**src/rtl/supv_pkg.sv**
```systemverilog
package supv_pkg;

  // Bits needed to hold a counter that reaches lim (at least one bit)
  function automatic int unsigned cnt_width(int unsigned lim);
    if (lim < 1) return 1;
    return $clog2(lim + 1);
  endfunction

  // Edges from manual release sample to reset deassertion
  function automatic int unsigned mr_release_edges(int unsigned stretch,
                                                   int unsigned stages);
    return stretch + stages + 1;
  endfunction

  typedef struct packed {
    logic mrst_n;
    logic strobe;
    logic drive;
  } supv_pins_t;

  localparam supv_pins_t PINS_IDLE = '{mrst_n: 1'b1, strobe: 1'b0, drive: 1'b0};

endpackage

```
**src/rtl/supv_sync.sv**
```systemverilog
module supv_sync #(
  parameter int unsigned             W       = 1,
  parameter int unsigned             STAGES  = 2,
  parameter logic        [W-1:0]     RST_VAL = '0
) (
  input  logic         clk_i,
  input  logic         arst_i,
  input  logic [W-1:0] d_i,
  output logic [W-1:0] q_o
);

  logic [STAGES-1:0][W-1:0] stage_q;

  always_ff @(posedge clk_i or posedge arst_i) begin
    if (arst_i) begin
      for (int i = 0; i < STAGES; i++) stage_q[i] <= RST_VAL;
    end else begin
      stage_q[0] <= d_i;
      for (int i = 1; i < STAGES; i++) stage_q[i] <= stage_q[i-1];
    end
  end

  assign q_o = stage_q[STAGES-1];

endmodule

```
**src/rtl/supv_mr_filter.sv**
```systemverilog
module supv_mr_filter #(
  parameter int unsigned FILT_CYC = 4
) (
  input  logic clk_i,
  input  logic arst_i,
  input  logic mr_s_i,
  output logic act_o
);

  localparam int unsigned CW = supv_pkg::cnt_width(FILT_CYC);
  localparam logic [CW-1:0] FULL = CW'(FILT_CYC);

  logic [CW-1:0] low_q;

  always_ff @(posedge clk_i or posedge arst_i) begin
    if (arst_i)           low_q <= '0;
    else if (mr_s_i)      low_q <= '0;
    else if (low_q != FULL) low_q <= low_q + 1'b1;
  end

  assign act_o = (low_q == FULL);

  // acceptance only follows a sampled-low cycle
  a_r2_needs_low_run: assert property (@(posedge clk_i) disable iff (arst_i)
    $rose(act_o) |-> $past(!mr_s_i));

  // a high sample withdraws acceptance on the next cycle
  a_r2_release_clears: assert property (@(posedge clk_i) disable iff (arst_i)
    mr_s_i |=> !act_o);

endmodule

```
**src/rtl/supv_wdog.sv**
```systemverilog
module supv_wdog #(
  parameter int unsigned WD_CYC = 20
) (
  input  logic clk_i,
  input  logic arst_i,
  input  logic strobe_s_i,
  input  logic drive_s_i,
  input  logic hold_i,
  output logic edge_o,
  output logic expire_o
);

  localparam int unsigned CW = supv_pkg::cnt_width(WD_CYC - 1);
  localparam logic [CW-1:0] LAST = CW'(WD_CYC - 1);

  logic          strobe_prev_q;
  logic [CW-1:0] wcnt_q;

  assign edge_o   = strobe_s_i ^ strobe_prev_q;
  assign expire_o = drive_s_i & ~hold_i & ~edge_o & (wcnt_q == LAST);

  always_ff @(posedge clk_i or posedge arst_i) begin
    if (arst_i) begin
      strobe_prev_q <= 1'b0;
      wcnt_q        <= '0;
    end else begin
      strobe_prev_q <= strobe_s_i;
      if (hold_i || !drive_s_i || edge_o || expire_o) wcnt_q <= '0;
      else                                            wcnt_q <= wcnt_q + 1'b1;
    end
  end

  // counter never passes the expiry value
  a_r4_count_bound: assert property (@(posedge clk_i) disable iff (arst_i)
    wcnt_q <= LAST);

  // any strobe edge restarts the count
  a_r5_edge_clears: assert property (@(posedge clk_i) disable iff (arst_i)
    edge_o |=> (wcnt_q == '0));

  // counter held at zero while reset is asserted
  a_r7_held_in_reset: assert property (@(posedge clk_i) disable iff (arst_i)
    hold_i |=> (wcnt_q == '0));

endmodule

```
**src/rtl/supv_stretch.sv**
```systemverilog
module supv_stretch #(
  parameter int unsigned STRETCH_CYC = 12
) (
  input  logic clk_i,
  input  logic arst_i,
  input  logic src_i,
  output logic rst_o,
  output logic rst_n_o
);

  localparam int unsigned CW = supv_pkg::cnt_width(STRETCH_CYC - 1);
  localparam logic [CW-1:0] LAST = CW'(STRETCH_CYC - 1);

  logic          rst_q;
  logic          rst_n_q;
  logic [CW-1:0] cnt_q;

  always_ff @(posedge clk_i or posedge arst_i) begin
    if (arst_i) begin
      rst_q   <= 1'b1;
      rst_n_q <= 1'b0;
      cnt_q   <= '0;
    end else if (src_i) begin
      rst_q   <= 1'b1;
      rst_n_q <= 1'b0;
      cnt_q   <= '0;
    end else if (rst_q) begin
      if (cnt_q == LAST) begin
        rst_q   <= 1'b0;
        rst_n_q <= 1'b1;
      end else begin
        cnt_q <= cnt_q + 1'b1;
      end
    end
  end

  assign rst_o   = rst_q;
  assign rst_n_o = rst_n_q;

  // an active cause asserts reset on the next cycle
  a_r3_source_asserts: assert property (@(posedge clk_i) disable iff (arst_i)
    src_i |=> (rst_q && !rst_n_q));

  // no release before the stretch count completes
  a_r8_hold_until_done: assert property (@(posedge clk_i) disable iff (arst_i)
    (rst_q && !src_i && (cnt_q != LAST)) |=> rst_q);

endmodule

```
**src/rtl/supv_reset_ctrl.sv**
```systemverilog
module supv_reset_ctrl #(
  parameter int unsigned STRETCH_CYC = 200000,
  parameter int unsigned WD_CYC      = 1600000,
  parameter int unsigned FILT_CYC    = 2,
  parameter int unsigned SYNC_STAGES = 2
) (
  input  logic clk_i,
  input  logic uv_flag_i,
  input  logic mrst_n_i,
  input  logic wd_strobe_i,
  input  logic wd_drive_i,
  output logic sys_rst_n_o,
  output logic sys_rst_o
);

  import supv_pkg::*;

  supv_pins_t pins_raw;
  supv_pins_t pins_s;
  logic       mr_act;
  logic       wd_edge;
  logic       wd_expire;
  logic       rst_src;

  assign pins_raw = '{mrst_n: mrst_n_i, strobe: wd_strobe_i, drive: wd_drive_i};

  supv_sync #(
    .W       ($bits(supv_pins_t)),
    .STAGES  (SYNC_STAGES),
    .RST_VAL (PINS_IDLE)
  ) u_sync (
    .clk_i  (clk_i),
    .arst_i (uv_flag_i),
    .d_i    (pins_raw),
    .q_o    (pins_s)
  );

  supv_mr_filter #(.FILT_CYC(FILT_CYC)) u_mr_filter (
    .clk_i  (clk_i),
    .arst_i (uv_flag_i),
    .mr_s_i (pins_s.mrst_n),
    .act_o  (mr_act)
  );

  supv_wdog #(.WD_CYC(WD_CYC)) u_wdog (
    .clk_i      (clk_i),
    .arst_i     (uv_flag_i),
    .strobe_s_i (pins_s.strobe),
    .drive_s_i  (pins_s.drive),
    .hold_i     (sys_rst_o),
    .edge_o     (wd_edge),
    .expire_o   (wd_expire)
  );

  assign rst_src = mr_act | wd_expire;

  supv_stretch #(.STRETCH_CYC(STRETCH_CYC)) u_stretch (
    .clk_i   (clk_i),
    .arst_i  (uv_flag_i),
    .src_i   (rst_src),
    .rst_o   (sys_rst_o),
    .rst_n_o (sys_rst_n_o)
  );

  // outputs always complementary
  a_r9_complement: assert property (@(posedge clk_i) disable iff (uv_flag_i)
    sys_rst_o != sys_rst_n_o);

  // an undriven strobe never produces an expiry
  a_r6_undriven_quiet: assert property (@(posedge clk_i) disable iff (uv_flag_i)
    !pins_s.drive |-> !wd_expire);

  // no expiry while reset is held
  a_r7_no_expiry_in_reset: assert property (@(posedge clk_i) disable iff (uv_flag_i)
    sys_rst_o |-> !wd_expire);

endmodule

```
**config.mk**
```make
export PLATFORM = sky130hd
export DESIGN_NAME = supv_reset_ctrl
export DESIGN_NICKNAME = d
export VERILOG_FILES = /design/src/rtl/supv_pkg.sv /design/src/rtl/supv_sync.sv /design/src/rtl/supv_mr_filter.sv /design/src/rtl/supv_wdog.sv /design/src/rtl/supv_stretch.sv /design/src/rtl/supv_reset_ctrl.sv
export SDC_FILE = /design/constraint.sdc
export NUM_CORES = 1
export LEC_CHECK = 0
export BUFFER_PORTS_ARGS = -buffer_cell sky130_fd_sc_hd__buf_2
export CAP_MARGIN = 25
export CORE_MARGIN = 3
export CORE_UTILIZATION = 55
export DETAILED_ROUTE_END_ITERATION = 7
export GPL_TIMING_DRIVEN = 0
export PLACE_DENSITY = 0.72
export SYNTH_ARGS = -nofsm -noshare
export SYNTH_HDL_FRONTEND = slang
export SYNTH_SLANG_ARGS = --single-unit
```
**constraint.sdc**
```tcl
create_clock -name clk_i -period 2.8 [get_ports clk_i]
set_input_delay 0.14 -clock clk_i [delete_from_list [all_inputs] [get_ports clk_i]]
set_output_delay 0.14 -clock clk_i [all_outputs]
set_load 0.01 [all_outputs]
```
==> flow_summary.toml, run 1 <==
[placed_design]
dpl.hpwl_mm = 3.078
dpl_cell_area_mm2 = 0.002551
placedCellCount = 304
gp_congestion = 0.7776
io_buffers = 6

[status]
status = "complete, no violations"

[clock_network]
cts_tree = "yes"
clk_pin_slew_ns = 0.09
cts_made_buffers = 5
clk_path_buf_depth = 2
cts-hold-fix-buffers = 4
post_cts_resize_count = 0
post_cts_buffers = 0
htreeDepth = 2
clock_sinks = 50
clk-insertion-delay-late_ns = 0.30
root_buffer = "clkbuf_8"

[grt]
met1_usage_pct = 24.95
track_usage_pct = 19.21
antenna_found_initial = 0
grt_overflow = 0
grt_pass1_vias = 1830
grt_pass1_wl_mm = 7.976
grt_start_max_net_pins = 36
gr-usage-met3_pct = 4.545
grt_busiest_layer = "met2"
use_met2_pct = 32.46

[synth]
synth.distinct_cells = 39
syn-cell-area_mm2 = 0.002439
syn_nets = 255
postSynthAreaPerCell_um2 = 9.873
syn_inst = 247
ys_seq_elements = 50
yosys_warnings = 0
ys_seq_area_share_pct = 51.46

[floorplanning]
core_mm2 = 0.004144
ios = 7
die_x_um = 72.59
die_y_um = 72.59
die_area_mm2 = 0.005269
start_util_pct = 58.85
rows = 23

[sta]
tightest_slew_ns = 0.5017
max_clock_freq_ghz = 0.4910
finalCriticalPeriod_ns = 2.037
fin_tns_setup_ns = 0
fin_worst_skew_ns = 0.004694
rsz0062_at_grt = "false"
finalSetupViolCount = 0
finalCritPeriodShare_pct = 72.73
whs_ns = 0.3583
hold_viol = 0
drv_slew = 0
relSlewSlack_pct = 66.55

[routing]
drc_errors = 0
vias = 1873
drtIter0Drc = 185
final_antenna_net_count = 0
wire_per_inst_um = 14.37
first_pass_iters = 4
routed_wl_mm = 4.541
via_per_inst = 5.927

[cells_and_area]
finalNonFillerCells = 316
post-route-cell-area_mm2 = 0.002734
layout-drive-gt1-share_pct = 10.90
synthToLayoutAreaGrowth_pct = 12.11
n_fill_cell = 345
antennaDiodeCount = 0
nNetsFinal = 273

[critical_path]
critPathLaunch = "u_wdog.wcnt_q[0]$_DFF_PP0_"
worstPathMaxFanout = 8
r2r_start = "u_wdog.wcnt_q[0]$_DFF_PP0_"
crit_arrival_ns = 2.26
cp-end-kind = "flop"
startpoint_type = "flop"
crit_type = "reg2reg"
required_ns = 3.03

[power_and_ir_drop]
peakVddDrop_mv = 0.4755
p_leak_nw = 1.089
p_per_area_mw_per_mm2 = 620.9

[job]
cap_violations = 0

[min_path]
min_path_type = "reg2reg"
min_from = "u_sync.stage_q[1]$_DFF_PP0_"
[power breakdown]
part           internal (mW)  total [mW]  switching, mW
Sequential             0.780       0.848         0.0684
Clock                  0.381       0.621          0.240
Combinational          0.101       0.229          0.127
Total                   1.26        1.70          0.435
[kinds of logic after synthesis]
family	synth area share (%)
and+or+nand+nor	27.04
DFF	51.46
AOI/OAI and AO/OA	8.980
xor gates and xnor gates	7.902
buffers and inverters	3.078
adders and majority gates	1.539
[state kept, by name (all words and copies together), names as in the netlist]
signal                count
u_sync.stage_q            3
u_stretch.rst_n_o         1
u_mr_filter.low_q         2
u_stretch.cnt_q          18
u_stretch.rst_o           1
u_wdog.strobe_prev_q      1
u_sync.q_o                3
u_wdog.wcnt_q            21
[cell usage after synthesis]
library cell  number  area (um^2)
a211oi_1           4        30.03
a21o_1             1        7.510
a21oi_1           14        70.07
a311o_1            1        10.01
a31o_2             1        8.760
a31oi_1            3        18.77
a41oi_1            1        8.760
and2_1             4        25.02
and3_1             4        25.02
and4_1             3        26.28
and4_2             1        10.01
and4b_1            1        10.01
buf_2              3        15.01
clkbuf_1           8        30.03
dfrtp_1           47         1176
dfstp_2            3        78.83
ha_1               3        37.54
inv_1              8        30.03
nand2_1           13        48.80
nand3_1           15        75.07
nand3_2            1        10.01
nand4_1           12        75.07
nand4_2            2        25.02
nand4b_1           1        8.760
nor2_1            30        112.6
nor3_1             3        15.01
nor3_4             1        16.27
nor4_1             5        31.28
nor4b_1            2        17.52
o21ai_0           10        50.05
o21bai_1           1        7.510
o31ai_1            1        7.510
or3_1             12        75.07
or4_1              3        22.52
or4_2              1        8.760
or4b_1             1        10.01
or4bb_1            1        11.26
xnor2_1           13        113.9
xor2_1             9        78.83
[metrics by stage]
step	power, mW	setup WS (ns)	util (%)
5_1_grt	1.775	0.6487	65.97
6_report	1.698	0.7634	65.97
3_5_place_dp	1.084	0.7876	61.56
3_3_place_gp	1.075	0.7986	61.08
4_1_cts	1.707	0.7571	65.97
2_1_floorplan	1.025	0.9088	-
[critical path, cell delays in order (launching register included)]
cell and delay (ns):
dfrtp_1 0.42, ha_1 0.16, buf_2 0.17, inv_1 0.06, or4_1 0.51, buf_2 0.17
or3_1 0.34, a21oi_1 0.14
[layout by cell type, fill, tap and decap left out, types with 6 or more instances in the layout]
| cell type | netlist | layout |
|---|---|---|
| nand3_1 | 15 | 15 |
| nand4_1 | 12 | 12 |
| xnor2_1 | 13 | 13 |
| a21oi_1 | 14 | 14 |
| buf_2 | 3 | 9 |
| o21ai_0 | 10 | 10 |
| dfrtp_1 | 47 | 47 |
| clkbuf_8 | 0 | 6 |
| nor2_1 | 30 | 30 |
| clkbuf_1 | 8 | 8 |
| nand2_1 | 13 | 13 |
| inv_1 | 8 | 7 |
| xor2_1 | 9 | 9 |
| or3_1 | 12 | 12 |
[final cells by class]
cell class              count  area [um^2]  area share (%)
flip-flops and latches     50         1255           45.90
repair buffers             11        90.09           3.295
clock inverters             2        60.06           2.197
clock buffers               6        82.58           3.021
inverters                   8        30.03           1.098
plain buffers              11        45.04           1.648
well taps                  50        62.56           2.288
multi-input cells         178         1109           40.55
[final timing paths]
kind | end | slack [ns] | cells past startpoint
max in group asynchronous | u_sync.stage_q[2]$_DFF_PP1_ | 1.86 | 4
min in group asynchronous | u_wdog.strobe_prev_q$_DFF_PP0_ | 0.37 | 3
setup reg to reg | u_wdog.wcnt_q[20]$_DFF_PP0_ | 0.76 | 7
hold reg to reg | u_sync.q_o[1]$_DFF_PP0_ | 0.36 | 0
hold / removal | u_sync.q_o[1]$_DFF_PP0_ | 0.36 | 0
setup / recovery | u_wdog.wcnt_q[20]$_DFF_PP0_ | 0.76 | 7
[per-layer routing]
metal,vias to the layer above,wire length (um)
li1,916,-
met1,933,2169
met2,20,2216
met3,4,117
met4,0,38
met5,-,0
Power figures use the tool's default switching activity.
==> inputs of run 2 (changes only) <==
==> constraint.sdc (replaced) <==
create_clock -name clk_i -period 1.9 [get_ports clk_i]
set_input_delay 0.095 -clock clk_i [delete_from_list [all_inputs] [get_ports clk_i]]
set_output_delay 0.095 -clock clk_i [all_outputs]
set_load 0.01 [all_outputs]
==> flow_summary.toml, run 2 (synthesis gave the netlist of run 1 again) <==
[placed_design]
pre_cts_ws_ns = -0.1124
dpl_cell_area_mm2 = 0.002551
dpl.hpwl_mm = 3.078
gp_congestion = 0.7776
io_buffers = 6

[critical_path]
r2r_start = "u_stretch.cnt_q[7]$_DFFE_PP0P_"
path_buf_inv = 0
required_ns = 2.11
path_cells = "or4_4 > nor3_4 > nand3_1 > a211oi_1"
crit_type = "reg2reg"
startpoint_type = "flop"
critPathLaunch = "u_stretch.cnt_q[7]$_DFFE_PP0P_"
cp_slowest_cell = "or4_4"
cp-end-kind = "flop"
crit_arrival_ns = 2.06
max_stage_delay_ns = 0.57
crit_family = "simple AND/OR/NAND/NOR gates"
worstPathMaxFanout = 4

[cells_and_area]
layout_top_registers = "u_wdog.wcnt_q: 21 flops, u_stretch.cnt_q: 18 flops"
n_fill_cell = 331
largest_register = "u_wdog.wcnt_q"
mostFrequentLayoutCell = "dfrtp_1"
largest_reg_flops = 21
nNetsFinal = 276
finalCoreUtilization_pct = 68.12
regArea_mm2 = 0.001265
multi_input_area_mm2 = 0.001142
post-route-cell-area_mm2 = 0.002823
layout-drive-gt1-share_pct = 17.84
antennaDiodeCount = 0
final_cell_mix = "dfrtp_1, nor2_1, nand3_1, a21oi_1"
synthToLayoutAreaGrowth_pct = 15.75

[sta]
finalSetupViolCount = 0
max_clock_freq_ghz = 0.5419
fin_worst_skew_ns = 0.005140
layout_setup_ws_ns = 0.05473
hold_viol = 0
drv_slew = 0
tightest_slew_ns = 0.4404
rsz0062_at_grt = "true"
finalCritPeriodShare_pct = 97.12
finalCriticalPeriod_ns = 1.845
relSlewSlack_pct = 70.37

[power_and_ir_drop]
p_leak_nw = 1.131
peakVddDrop_mv = 0.7039
p_per_area_mw_per_mm2 = 892.7

[clock_network]
cts_made_buffers = 5
clk-insertion-delay-late_ns = 0.30
cts_tree = "yes"
clk_pin_slew_ns = 0.09
clk_path_buf_depth = 2
root_buffer = "clkbuf_8"
clock_sinks = 50
htreeDepth = 2

[status]
status = "complete, no violations"

[floorplanning]
rows = 23
core_mm2 = 0.004144
die_x_um = 72.59
die_y_um = 72.59
die_area_mm2 = 0.005269
ios = 7
start_util_pct = 58.85

[routing]
final_antenna_net_count = 0
vias = 1897
routed_wl_mm = 4.632
drc_errors = 0
drtIter0Drc = 165
wire_per_inst_um = 14.52
drt-met1-wl_mm = 2.132
top_layer = "met4"
wl_met2_mm = 2.295
via_per_inst = 5.947
wl_met3_um = 166
first_pass_iters = 4

[grt]
antenna_found_initial = 0
grt_overflow = 0
grt_pass1_vias = 1865
grt_pass1_wl_mm = 8.100
track_usage_pct = 19.47
grt_start_max_net_pins = 36

[job]
cap_violations = 0

[min_path]
min_path_type = "in2async"
[run 2: cell count changes in the layout (fill, tap and decap cells not counted), moves of 2 or more]
cell / previous run / this run
dfrtp_1: 47 / 39
dfrtp_2: 0 / 8
clkbuf_1: 8 / 2
buf_4: 0 / 4
clkbuf_2: 0 / 4
buf_6: 0 / 2
nand4_2: 2 / 0
nand4_4: 0 / 2
[run 2: layout make-up]
class	count	area share, %
tap	50	2.216
clock inverter	2	2.128
timing repair buffer	15	4.255
clock buffer	6	2.926
buffer	10	2.128
inverter	8	1.064
multi-input combinational	178	40.47
sequential	50	44.81
[run 2: worst paths after layout]
kind,to,slack (ns),cells past startpoint
max in group asynchronous,u_sync.stage_q[2]$_DFF_PP1_,1.02,4
worst max register to register,u_stretch.cnt_q[3]$_DFFE_PP0P_,0.05,4
worst min-delay path,u_wdog.strobe_prev_q$_DFF_PP0_,0.32,3
worst max-delay path,u_stretch.cnt_q[3]$_DFFE_PP0P_,0.05,4
worst min register to register,u_sync.q_o[0]$_DFF_PP0_,0.36,0
min in group clk_i,u_sync.q_o[0]$_DFF_PP0_,0.36,0
[run 2: tightest hold or removal path, delay by kind of cell]
family,cells,cell delay (ns)
buffers and inverters,3,0.95
[run 2: routing by layer]
layer  up-vias  GRT usage [%]
li1        929              -
met1       928          25.14
met2        36          33.17
met3         4          4.545
met4         0          4.918
met5         -              0
[run 2: where the power goes]
group	internal (mW)	leakage [nW]	switching (mW)	total, mW
Sequential	1.15	0.654	0.105	1.26
Combinational	0.154	0.405	0.189	0.343
Clock	0.561	0.0714	0.356	0.917
[run 2: stage by stage]
step / power (mW) / setup TNS [ns] / instances / hold slack [ns]
5_1_grt: 2.631 / -0.01187 / 319 / 0.3532
3_3_place_gp: 1.585 / -1.625 / 303 / 0.2004
3_5_place_dp: 1.598 / -0.9020 / 304 / 0.08911
2_1_floorplan: 1.511 / 0 / 247 / 0.09948
4_1_cts: 2.519 / 0 / 320 / 0.3068
6_report: 2.520 / 0 / 319 / 0.3219
[run 2: repair_timing]
action                     in CTS  in global routing
setup endpoints to repair      18                 31
pin swaps                       5                  1
hold endpoints to repair       17                  0
gates resized for setup         6                 20
setup buffers                   4                  0
hold buffers                    4                  0
